--- config.mk ---
export PLATFORM = sky130hd
export DESIGN_NAME = iso_pingpong_buf
export DESIGN_NICKNAME = d
export VERILOG_FILES = /design/src/rtl/iso_pp_pkg.sv /design/src/rtl/iso_pp_fifo.sv /design/src/rtl/iso_pp_dly.sv /design/src/rtl/iso_pingpong_buf.sv
export SDC_FILE = /design/constraint.sdc
export NUM_CORES = 1
export LEC_CHECK = 0
export BUFFER_PORTS_ARGS = -buffer_cell sky130_fd_sc_hd__buf_4
export CAP_MARGIN = 20
export CORE_ASPECT_RATIO = 1.1
export CORE_MARGIN = 2
export CORE_UTILIZATION = 50
export DETAILED_ROUTE_END_ITERATION = 7
export HOLD_SLACK_MARGIN = 0.15
export PLACE_DENSITY = 0.69
export RECOVER_POWER = 25
export SETUP_SLACK_MARGIN = 0.05
export SYNTH_ARGS = -nofsm -noshare
export SYNTH_HDL_FRONTEND = slang
export SYNTH_SLANG_ARGS = --single-unit
--- constraint.sdc ---
create_clock -name clk -period 3.2 [get_ports clk]
set_input_delay 0 -clock clk [delete_from_list [all_inputs] [get_ports clk]]
set_output_delay 0 -clock clk [all_outputs]
set_load 0.03 [all_outputs]
--- src/rtl/iso_pp_pkg.sv ---
// Shared types for the isochronous ping-pong endpoint buffer.
package iso_pp_pkg;
    typedef enum logic [1:0] {
        ST_READY = 2'd0,
        ST_FULL  = 2'd1,
        ST_LOST  = 2'd2
    } iso_status_e;
endpackage

--- src/rtl/iso_pp_fifo.sv ---
// One packet buffer: a first-in first-out store with a byte counter.
// Assumes at most one write and one read per cycle; clr beats both and
// empties the buffer in a single cycle. Read data is registered.
module iso_pp_fifo #(
    parameter int DATA_W = 8,
    parameter int DEPTH  = 64
) (
    input  logic                         clk,
    input  logic                         rst_n,
    input  logic                         clr,
    input  logic                         wr,
    input  logic [DATA_W-1:0]            wdata,
    input  logic                         rd,
    output logic [DATA_W-1:0]            rdata,
    output logic [$clog2(DEPTH+1)-1:0]   count
);
    localparam int PTR_W = $clog2(DEPTH);
    localparam int CNT_W = $clog2(DEPTH + 1);
    localparam logic [PTR_W-1:0] LAST = PTR_W'(DEPTH - 1);
    localparam logic [CNT_W-1:0] FULL = CNT_W'(DEPTH);

    logic [DATA_W-1:0] mem [DEPTH];
    logic [PTR_W-1:0]  wptr, rptr;
    logic              wr_ok, rd_ok;

    // Accept strobes only when there is room or data.
    always_comb begin
        wr_ok = wr && !clr && (count != FULL);
        rd_ok = rd && !clr && (count != '0);
    end

    // Storage array write port.
    always_ff @(posedge clk) begin
        if (wr_ok) mem[wptr] <= wdata;
    end

    // Pointers, counter and registered read data.
    always_ff @(posedge clk) begin
        if (!rst_n || clr) begin
            wptr  <= '0;
            rptr  <= '0;
            count <= '0;
            if (!rst_n) rdata <= '0;
        end else begin
            if (wr_ok) wptr <= (wptr == LAST) ? '0 : wptr + 1'b1;
            if (rd_ok) begin
                rptr  <= (rptr == LAST) ? '0 : rptr + 1'b1;
                rdata <= mem[rptr];
            end
            count <= count + CNT_W'(wr_ok) - CNT_W'(rd_ok);
        end
    end


    cnt_le_depth_chk: assert property (@(posedge clk) disable iff (!rst_n)
        count <= FULL);

    clr_empties_chk: assert property (@(posedge clk) disable iff (!rst_n)
        clr |=> (count == '0));
endmodule

--- src/rtl/iso_pp_dly.sv ---
// Data-set delay: counts a fixed number of clock-enable strobes after a
// start pulse. Assumes start and tick are one-cycle strobes; a new start
// restarts the count. fire marks the edge where the final strobe lands.
module iso_pp_dly #(
    parameter int DELAY = 3
) (
    input  logic clk,
    input  logic rst_n,
    input  logic start,
    input  logic tick,
    output logic busy,
    output logic fire
);
    localparam int CW = $clog2(DELAY + 1);
    logic [CW-1:0] cnt;

    // Final strobe detection.
    always_comb begin
        busy = (cnt != '0);
        fire = tick && (cnt == CW'(1)) && !start;
    end

    // Down-counter loaded on start, decremented per strobe.
    always_ff @(posedge clk) begin
        if (!rst_n)              cnt <= '0;
        else if (start)          cnt <= CW'(DELAY);
        else if (tick && busy)   cnt <= cnt - 1'b1;
    end


    fire_ends_wait_chk: assert property (@(posedge clk) disable iff (!rst_n)
        fire |=> !busy);
endmodule

--- src/rtl/iso_pingpong_buf.sv ---
// Isochronous ping-pong endpoint buffer. Two packet buffers alternate
// between the local (X) and bus (Y) roles on each start of frame.
// Assumes sof_valid is one cycle wide and that tick_12m is a one-cycle
// clock-enable at 12 MHz, slower than clk.
module iso_pingpong_buf
    import iso_pp_pkg::*;
#(
    parameter int DATA_W    = 8,
    parameter int DEPTH     = 64,
    parameter int FRAME_W   = 11,
    parameter int SET_DELAY = 3,
    localparam int CNT_W    = $clog2(DEPTH + 1)
) (
    input  logic               clk,
    input  logic               rst_n,
    input  logic               tick_12m,
    input  logic               sof_valid,
    input  logic [FRAME_W-1:0] sof_frame,
    input  logic               sof_crc_err,
    input  logic               bus_wr,
    input  logic [DATA_W-1:0]  bus_wdata,
    input  logic               bus_rd,
    output logic [DATA_W-1:0]  bus_rdata,
    output logic [CNT_W-1:0]   bus_count,
    input  logic               loc_wr,
    input  logic [DATA_W-1:0]  loc_wdata,
    input  logic               loc_rd,
    output logic [DATA_W-1:0]  loc_rdata,
    output logic [CNT_W-1:0]   loc_count,
    output logic               x_is_b,
    output logic [1:0]         dataset,
    output logic [1:0]         status,
    output logic [FRAME_W-1:0] frame_num,
    output logic               sof_pulse
);
    localparam int NBUF = 2;
    localparam logic [CNT_W-1:0] FULL_CNT = CNT_W'(DEPTH);

    logic              dly_busy, dly_fire;
    logic              bus_wr_g, bus_rd_g, loc_wr_g, loc_rd_g;
    logic              activity, bus_acc;
    iso_status_e       pend_status;
    logic              pend_x_b;

    logic [DATA_W-1:0] b_rdata [NBUF];
    logic [CNT_W-1:0]  b_count [NBUF];
    logic              b_wr    [NBUF];
    logic              b_rd    [NBUF];
    logic              b_clr   [NBUF];
    logic [DATA_W-1:0] b_wdata [NBUF];

    // Gate strobes: none on the SOF cycle, no local writes while waiting.
    always_comb begin
        bus_wr_g = bus_wr && !sof_valid;
        bus_rd_g = bus_rd && !sof_valid;
        loc_wr_g = loc_wr && !sof_valid && !dly_busy;
        loc_rd_g = loc_rd && !sof_valid;
    end

    // Route each buffer to the side that owns it and decide clears.
    for (genvar i = 0; i < NBUF; i++) begin : g_buf
        logic is_x;
        always_comb begin
            is_x       = (x_is_b == i[0]);
            b_wr[i]    = is_x ? loc_wr_g  : bus_wr_g;
            b_rd[i]    = is_x ? loc_rd_g  : bus_rd_g;
            b_wdata[i] = is_x ? loc_wdata : bus_wdata;
            b_clr[i]   = sof_valid && (is_x || !activity);
        end

        iso_pp_fifo #(
            .DATA_W (DATA_W),
            .DEPTH  (DEPTH)
        ) u_fifo (
            .clk   (clk),
            .rst_n (rst_n),
            .clr   (b_clr[i]),
            .wr    (b_wr[i]),
            .wdata (b_wdata[i]),
            .rd    (b_rd[i]),
            .rdata (b_rdata[i]),
            .count (b_count[i])
        );
    end

    // Side-facing views of the two buffers.
    always_comb begin
        loc_rdata = x_is_b ? b_rdata[1] : b_rdata[0];
        loc_count = x_is_b ? b_count[1] : b_count[0];
        bus_rdata = x_is_b ? b_rdata[0] : b_rdata[1];
        bus_count = x_is_b ? b_count[0] : b_count[1];
        bus_acc   = (bus_wr_g && bus_count != FULL_CNT) ||
                    (bus_rd_g && bus_count != '0);
    end

    iso_pp_dly #(
        .DELAY (SET_DELAY)
    ) u_dly (
        .clk   (clk),
        .rst_n (rst_n),
        .start (sof_valid),
        .tick  (tick_12m),
        .busy  (dly_busy),
        .fire  (dly_fire)
    );

    // Frame bookkeeping: swap, frame latch, pulse, pending status.
    always_ff @(posedge clk) begin
        if (!rst_n) begin
            x_is_b      <= 1'b0;
            frame_num   <= '0;
            sof_pulse   <= 1'b0;
            activity    <= 1'b0;
            pend_status <= ST_READY;
            pend_x_b    <= 1'b0;
        end else begin
            sof_pulse <= sof_valid;
            if (sof_valid) begin
                x_is_b   <= !x_is_b;
                pend_x_b <= !x_is_b;
                activity <= 1'b0;
                if (!sof_crc_err) frame_num <= sof_frame;
                if (sof_crc_err)   pend_status <= ST_LOST;
                else if (!activity) pend_status <= ST_FULL;
                else               pend_status <= ST_READY;
            end else if (bus_acc) begin
                activity <= 1'b1;
            end
        end
    end

    // Delayed data-set flags and status publication.
    always_ff @(posedge clk) begin
        if (!rst_n) begin
            dataset <= 2'b00;
            status  <= ST_READY;
        end else if (dly_fire) begin
            dataset <= pend_x_b ? 2'b10 : 2'b01;
            status  <= pend_status;
        end
    end


    swap_on_sof_chk: assert property (@(posedge clk) disable iff (!rst_n)
        sof_valid |=> (x_is_b != $past(x_is_b)));

    retired_empty_chk: assert property (@(posedge clk) disable iff (!rst_n)
        sof_valid |=> (bus_count == '0));

    sof_pulse_single_chk: assert property (@(posedge clk) disable iff (!rst_n)
        sof_pulse |=> !sof_pulse);

    frame_latch_chk: assert property (@(posedge clk) disable iff (!rst_n)
        (sof_valid && !sof_crc_err) |=> (frame_num == $past(sof_frame)));

    dataset_onehot_chk: assert property (@(posedge clk) disable iff (!rst_n)
        $onehot0(dataset));

    status_code_chk: assert property (@(posedge clk) disable iff (!rst_n)
        status != 2'd3);

    no_loc_wr_wait_chk: assert property (@(posedge clk) disable iff (!rst_n)
        (dly_busy && !sof_valid) |=> (loc_count <= $past(loc_count)));

    no_swap_chk: assert property (@(posedge clk) disable iff (!rst_n)
        !sof_valid |=> $stable(x_is_b));
endmodule

# Word level (Yosys, flattened, before mapping)
# Memory sizes are Yosys's and may differ from the RTL's. A register that Yosys moved wholly into a read port is not among the register bits.
# Cells that the tools add are included.
totals:
  register_bits: 76
  ramBits: 1024
  input_bits: 36
  output_inout_bits: 47
  n_memories: 2
classes:
  n_addsub: 9
  n_eq_ne: 10
  mux: 32
  n_bitwise: 3
  n_reduce_logical: 43
memory_table:
  columns: ["name", "words", "word_bits", "rd", "rd_clocked_by_memory_dff", "write_ports", "line", "text"]
  rows:
  - ["g_buf[0].u_fifo.mem", 64, 8, 1, 1, 1, "iso_pp_fifo.sv:22", "logic [DATA_W-1:0] mem [DEPTH];"]
  - ["g_buf[1].u_fifo.mem", 64, 8, 1, 1, 1, "iso_pp_fifo.sv:22", null]
op_table:
  columns: ["cell", "n"]
  rows:
  - ["8-bit 2-to-1 mux", 9]
  - ["6-bit 2-to-1 mux", 8]
  - ["6-bit by 1-bit adder with 6-bit output (second input constant)", 4]
  - ["6-bit == test (second input constant)", 4]
  - ["7-bit inequality test (second input constant)", 3]
  - ["7-bit nonzero test", 3]
  - ["1-bit logical AND", 20]
  - ["7-bit by 1-bit adder with 7-bit output", 2]
  - ["7-bit 2-to-1 mux", 2]
  - ["7-bit by 1-bit subtractor with 7-bit output", 2]
  - ["1-bit 2-to-1 mux", 9]
  - ["2-bit 2-to-1 mux", 4]
  - ["2-bit nonzero test", 4]
  - ["1-bit zero test", 7]
  - ["2-bit AND reduction", 3]
  - ["1-bit logical OR", 5]
  - ["2-bit inequality test (second input constant)", 2]
  - ["1-bit inverter", 3]
  - ["2-bit by 1-bit == test with 1-bit output (second input constant)", 1]
  - ["2-bit OR reduction", 1]
  - ["2-bit by 1-bit subtractor with 2-bit output (second input constant)", 1]

# Depth between registers and ports, before layout
# Gate-level depths: netlist (run 1).
depth:
  depth_word: 8
  ltp_mapped: 15

# Hierarchy
# Synthesis (run 1) repeated with hierarchy kept, for this count alone.
unflattened:
  cells_unflattened: 2290
  area_unflattened_um2: 44336.3
by_module_without_submodules:
  columns: ["module", "instances", "cells_each", "area_each_um2", "seq_area_each_um2"]
  rows:
  - ["iso_pp_fifo (g_buf[1].u_fifo)", 1, 1062, 21453.1, 16115.5]
  - ["iso_pp_fifo (g_buf[0].u_fifo)", 1, 1060, 21350.5, 16115.5]
  - ["iso_pingpong_buf", 1, 153, 1386.3, 400.4]
  - ["iso_pp_dly", 1, 15, 146.4, 40.0]

# Least setup slack after synthesis (run 1)
# No wires, ideal clock.
synth_path:
  path_type: "flip-flop to flip-flop"
  startpoint: "register pend_x_b (netlist name)"
  endpoint: "register g_buf[1].u_fifo.count[6]"
  setup_ps: 70
  arrival_ps: 3106
  t_required_ps: 3130
  setup_slack_ps: 24
  path_stages_with_launch: 15
  n_path_buf: 2
  synth_period_minus_slack_ps: 3176
  path_cell_list: "dfxtp_1 > buf_2 > buf_6 > mux2i_1 > a211oi_2 > ha_1 > inv_1 > ha_1 > fa_1 > a21oi_1 > o21bai_1 > a21oi_1 > nor2_1 > or3_1 > a21oi_1"
synth_lines:
  columns: ["element", "line", "text"]
  rows:
  - ["end signal, assigned", "iso_pp_fifo.sv:50", "count <= count + CNT_W'(wr_ok) - CNT_W'(rd_ok);"]
  - ["end, declared", "iso_pp_fifo.sv:15", "output logic [$clog2(DEPTH+1)-1:0] count"]

==> flow_summary.toml, run 1 <==
[synthesis]
synth_seq_cells = 1112
synth_edf_count = 1040
syn_avg_cell_area_sq_um = 19.1
synthesis.nets = 2383
ys.warnings.count = 0
ys_seq_area_share_pct = 73.8
synthesis.area_sq_um = 44300
synthesis.instances = 2321
synth_flop_cell = "edfxtp_1"
ys_async_sr_fraction_pct = 0
synth_cell_types = 75

[detailed_routing]
via_per_inst = 6.03
detail_route.wl_per_cell_um = 27.0
drc = 0
vias = 23848
wl_um = 107000
drt_first_pass_iters = 5
drt_first_iter_violations = 2925
antenna_left = 0

[setup_path]
r2r_slack_ns = 0.17
cpPeakStageDelay_ns = 0.90
startpoint_type = "register"
reg2reg_from = "pend_x_b$_SDFFE_PN0P_"
end_kind = "register"
worst-path-max-fanout = 64
cpLargestDelayFamily = "buffers and inverters"
r2r.worst_path.cells = 4
crit_required_ns = 3.52
crit_buf_inv = 3
r2r_end = "g_buf[1].u_fifo.mem[32][6]$_DFFE_PP_"
crit_type = "reg2reg"
cp_slowest_cell = "clkbuf_1"
critPathArrivalTime_ns = 3.35
worstPathCellList = "clkbuf_1 > mux2_2 > dlygate4sd3_1 > buf_12"

[clock_tree]
clock-sinks = 1112
tritoncts.num_buffers = 106
cts.clk_slew.worst_paths_ns = 0.07
worstSkewPairLatency_ns = 0.69
clock_path_buffers = 3
cts_tree = "built"
root_buffer = "clkbuf_16"
cts_htree_levels = 3

[sta]
final.setup.tns_ns = 0
rsz0062_at_grt = "false"
max_slew_margin_pct = -14.6
period_share_pct = 94.8
drv_slew = 208
hold_violations = 0
worst_slew_pin_slew_ns = 1.72
setup_viol = 0
whs_ns = 0.264
fin_crit_ns = 3.03
skew_ns = 0.0584
fmax_mhz = 330
worst_slack_ns = 0.165

[place]
port_buffers = 82
post-dp-hpwl_um = 69000
pre_cts_slack_ns = 0.0755
gp_congestion = 0.905

[layout]
drive_gt1_share_pct = 27.0
fin_nets = 2771
num_antenna_cells = 0
area.sequential_sq_um = 32700
final_util_pct = 59.0
multiInputGateArea_sq_um = 10800
synthToLayoutAreaGrowth_pct = 17.1
fillers = 6330

[hold_path]
worstHoldEndpoint = "activity$_SDFFE_PP0P_"
hp-class = "in2reg"
hold_path_depth = 4
hold_start = "bus_wr"

[die]
chipHeight_um = 316
rows = 114
die_area_sq_um = 91000
core-area_sq_um = 87900
ioPinCount = 83
initial_core_util_pct = 50.4
fp.dieW_um = 288

[power]
total_power_mw = 32.1
p_leak_nw = 16.5
irDropWorstVdd_uv = 483
power_density_nw_per_um2 = 618

[outcome]
status = "finished, violations left"
violations = "max-capacitance violations, max-slew violations"

[global_routing]
overflow = 0
grt_pass1_wl_um = 158000
grtUsageTotal_pct = 23.6
grt_max_degree = 65
grt_pass1_vias = 24177
antenna_found_initial = 2

[job]
maxCapViolCount = 3
==> where the power goes <==
group | total, mW | leakage, nW | internal [mW] | switching [mW]
registers | 16.4 | 9.96 | 16.3 | 0.149
logic | 3.20 | 4.89 | 1.25 | 1.95
clock network | 12.4 | 1.69 | 7.08 | 5.36
total | 32.1 | 16.5 | 24.6 | 7.46
==> synth_stat cells (14+ instances only) <==
cell / n / area share, %
mux4_2: 242 / 12
buf_1: 15 / 0.13
nand2b_1: 14 / 0.20
dfxtp_1: 72 / 3.3
nor2_1: 213 / 1.8
xor2_1: 15 / 0.30
edfxtp_1: 1040 / 71
buf_4: 35 / 0.59
a21oi_1: 46 / 0.52
o22ai_1: 31 / 0.44
nand3_1: 22 / 0.25
mux2i_1: 66 / 1.5
nand2_1: 113 / 0.96
nor2b_1: 17 / 0.24
inv_1: 29 / 0.25
buf_2: 26 / 0.29
ha_1: 24 / 0.68
mux2_2: 39 / 0.99
clkbuf_1: 30 / 0.25
o21ai_0: 23 / 0.26
==> metrics by stage <==
stage / std cells / instance area [sq um]
after floorplan: 2321 / 44300
after global placement: 3681 / 47800
after detailed placement: 3681 / 47800
after CTS: 3956 / 52100
after global routing: 3956 / 51900
final: 3956 / 51900
==> flip-flops by register name (all words and copies together), names as in the netlist, named ones only <==
register and flops:
pend_x_b 1, sof_pulse 1, pend_status 2, u_dly.cnt 2, g_buf.u_fifo.mem 1024, g_buf.u_fifo.wptr 12, g_buf.u_fifo.count 14, g_buf.u_fifo.rdata 16
dataset 2, status 2, g_buf.u_fifo.rptr 12, activity 1, frame_num 11
==> worst min-delay path: cells and delay by family <==
kind            cells  cell delay [ns]
compound gates      1             0.09
simple gates        1             0.09
buf+inv             2             0.70
==> cells in the final DEF, fill, tap and decap left out, drive strengths merged, types with 13 or more instances in the layout <==
cell / count
edfxtp: 1040
buf: 283
mux4: 252
nor2: 214
clkbuf: 174
nand2: 113
dlygate4sd3: 80
dfxtp: 72
mux2i: 66
a21oi: 46
clkinv: 43
mux2: 39
inv: 33
o22ai: 32
o21ai: 28
ha: 24
nand3: 24
nor2b: 17
xor2: 15
nand2b: 14
or3: 13
==> cell families (layout without fill, tap and decap cells) <==
family | after synthesis | count (layout) | synth area share, %
DFF | 1112 | 1112 | 73.8
muxes | 357 | 357 | 15.4
xor gates and xnor gates | 24 | 24 | 0.475
and+or+nand+nor | 467 | 467 | 4.87
AOI/OAI and AO/OA | 185 | 185 | 2.83
buffers and inverters | 150 | 625 | 1.89
adders and majority gates | 26 | 26 | 0.769
==> final cells by class <==
type | instances | share of cell area, %
inverters | 30 | 0.217
clock buffers | 137 | 5.54
flip-flops and latches | 1112 | 63.0
multi-input cells | 1059 | 20.8
repair buffers | 400 | 6.43
clock inverters | 58 | 1.16
well taps | 1160 | 2.80
==> timing repair <==
action	4_1_cts	5_1_grt
endpoints found under the setup margin	1	76
buffers inserted	0	0
pin swaps	0	2
endpoints found under the hold margin	863	0
hold buffers	80	0
resized for setup	1	10
==> worst max path at each step <==
stage / from / end / slack (ns) / cells past startpoint
floorplan: pend_x_b$_SDFFE_PN0P_ / g_buf[1].u_fifo.count[6]$_SDFF_PP0_ / 0.07 / 14
global placement: g_buf[0].u_fifo.count[4]$_SDFF_PP0_ / g_buf[0].u_fifo.count[6]$_SDFF_PP0_ / 0.15 / 15
detailed placement: g_buf[0].u_fifo.count[5]$_SDFF_PP0_ / g_buf[0].u_fifo.count[6]$_SDFF_PP0_ / 0.08 / 15
CTS: g_buf[1].u_fifo.count[3]$_SDFF_PP0_ / g_buf[1].u_fifo.mem[29][2]$_DFFE_PP_ / 0.08 / 8
global route: g_buf[1].u_fifo.count[4]$_SDFF_PP0_ / g_buf[1].u_fifo.count[6]$_SDFF_PP0_ / 0.04 / 14
finish: pend_x_b$_SDFFE_PN0P_ / g_buf[1].u_fifo.mem[32][6]$_DFFE_PP_ / 0.17 / 4
==> layer usage <==
layer  global-route usage [%]  routed length (um)  part of all wire, %
met4                     8.01                3420                  3.2
met1                     32.6               41800                   39
met2                     39.0               52800                   50
met5                        0                   0                    0
met3                     3.58                8620                  8.1
Note: power is estimated with default switching activity, not from simulation.
==> run 2: changes to the inputs <==
PLACE_DENSITY = 0.67   (was 0.69)
clock period = 3.55 ns   (was 3.2 ns; I/O delays follow)
==> run 2 against run 1 <==
Against the previous run:
- the flow still finishes with violations (max-capacitance violations, max-slew violations)
- utilization is 0.19 points lower
- design area is 0.32% lower
- count of clock-buffer cells in the layout fell by 11
- power down 8.8%
- worst hold slack worse by 0.029 ns
- combinational power fell by 13%
- clock skew shrank 0.0023 ns
- sequential power shrank 9.8%
- flip-flop and latch count stayed put
- first-iteration DRC count shrank 16%
- setup slack improved by 0.0066 ns
- fmax is 10% lower
- largest power group unchanged
- highest routed layer unchanged
==> flow_summary.toml, run 2 (synthesized netlist as in run 1, its figures left out) <==
[outcome]
status = "finished, violations left"
violations = "max-capacitance violations, max-slew violations"

[clock_tree]
cts.clk_slew.worst_paths_ns = 0.07
clock_path_buffers = 3
root_buffer = "clkbuf_16"
post_cts_buffers = 0
clock-sinks = 1112
cts_htree_levels = 3
worstSkewPairLatency_ns = 0.70
cts_tree = "built"
tritoncts.num_buffers = 106

[place]
post-dp-hpwl_um = 69100
gp_congestion = 0.917
dp.cells = 3661
pre_cts_slack_ns = 0.462
port_buffers = 82

[power]
total_power_mw = 29.2
power_density_nw_per_um2 = 565
irDropWorstVdd_uv = 424
p_leak_nw = 16.4

[global_routing]
overflow = 0
antenna_found_initial = 0
grtUsageTotal_pct = 24.1
grt_max_degree = 65
grt_pass1_vias = 24217
grt_pass1_wl_um = 160000

[sta]
drv_slew = 65
setup_viol = 0
rsz0062_at_grt = "false"
worst_slew_pin_slew_ns = 1.62
hold_violations = 0
period_share_pct = 95.2
fmax_mhz = 296
fin_crit_ns = 3.38
worst_slack_ns = 0.172
final.setup.tns_ns = 0
skew_ns = 0.0561
max_slew_margin_pct = -7.93

[detailed_routing]
drt_first_iter_violations = 2457
via_per_inst = 6.01
antenna_left = 0
vias = 23639
wl_um = 108000
detail_route.wl_per_cell_um = 27.4
drc = 0
drt_first_pass_iters = 7

[layout]
layout_common_cells = "1040 x edfxtp_1, 250 x buf_4, 242 x mux4_2"
num_antenna_cells = 0
fillers = 6445
largest_register = "g_buf.u_fifo.mem"
top_regs = "g_buf.u_fifo.mem: 1024 flops, g_buf.u_fifo.rdata: 16 flops, g_buf.u_fifo.count: 14 flops"
fin_cells = 3933
multiInputGateArea_sq_um = 10800
final_common_cell = "edfxtp_1"
synthToLayoutAreaGrowth_pct = 16.8
largest_reg_flops = 1024
fin_nets = 2748
area.sequential_sq_um = 32700
drive_gt1_share_pct = 26.2

[job]
maxCapViolCount = 1

[die]
rows = 114
fp.dieW_um = 288
core-area_sq_um = 87900
die_area_sq_um = 91000
chipHeight_um = 316
ioPinCount = 83
initial_core_util_pct = 50.4

[hold_path]
hp-class = "in2reg"

[setup_path]
crit_type = "reg2reg"
startpoint_type = "register"
crit_required_ns = 4.14
end_kind = "register"
worst-path-max-fanout = 36
critPathArrivalTime_ns = 3.97
[run 2: area by class of cell]
class,count,share of cell area [%]
sequential,1112,63.2
clock inverter,69,1.59
timing repair buffer,377,5.94
multi-input combinational,1059,20.9
clock buffer,126,5.36
inverter,30,0.218
tap,1160,2.81
[run 2: power breakdown]
group / total [mW] / internal, mW / switching, mW
sequential: 14.8 / 14.7 / 0.183
clock: 11.6 / 6.75 / 4.86
combinational: 2.78 / 1.10 / 1.67
[run 2: worst max-delay path, cell delays in order, from the launching register on]
cell and delay [ns]:
dfxtp_2 0.44, buf_6 0.32, mux2_2 0.40, nor3_1 0.23, nor4b_4 0.32, a21oi_1 0.15, nor2_1 0.14, dlygate4sd3_1 0.57
a2111oi_0 0.08, dlygate4sd3_1 0.61
[run 2: what timing repair did]
action | 4_1_cts | 5_1_grt
hold buffers | 76 | 0
hold endpoints to repair | 450 | 0
resized for setup | 0 | 4
endpoints found under the setup margin | 0 | 1
[run 2: per-layer routing]
metal,global-route usage [%],wire (um)
met2,40.6,54200
met3,3.69,7430
met1,32.0,41900
met4,9.34,4170
met5,0,0
[run 2: stage by stage]
stage | hold slack (ns) | cell area (sq um) | util, %
2_1_floorplan | 0.136 | 44300 | -
3_3_place_gp | 0.247 | 47500 | 54.0
3_5_place_dp | 0.259 | 47500 | 54.0
4_1_cts | 0.167 | 51800 | 59.0
5_1_grt | 0.227 | 51700 | 58.8
6_report | 0.235 | 51700 | 58.8
[run 2: path summary, 6_finish.rpt]
path | startpoint | to | slack [ns] | depth (start not counted)
min | rst_n | pend_status[0]$_SDFFE_PN0P_ | 0.23 | 3
min reg2reg | dataset[0]$_SDFFE_PN0P_ | dataset[0]$_SDFFE_PN0P_ | 0.53 | 2
max reg2reg | pend_x_b$_SDFFE_PN0P_ | activity$_SDFFE_PP0P_ | 0.17 | 9
max | pend_x_b$_SDFFE_PN0P_ | activity$_SDFFE_PP0P_ | 0.17 | 9
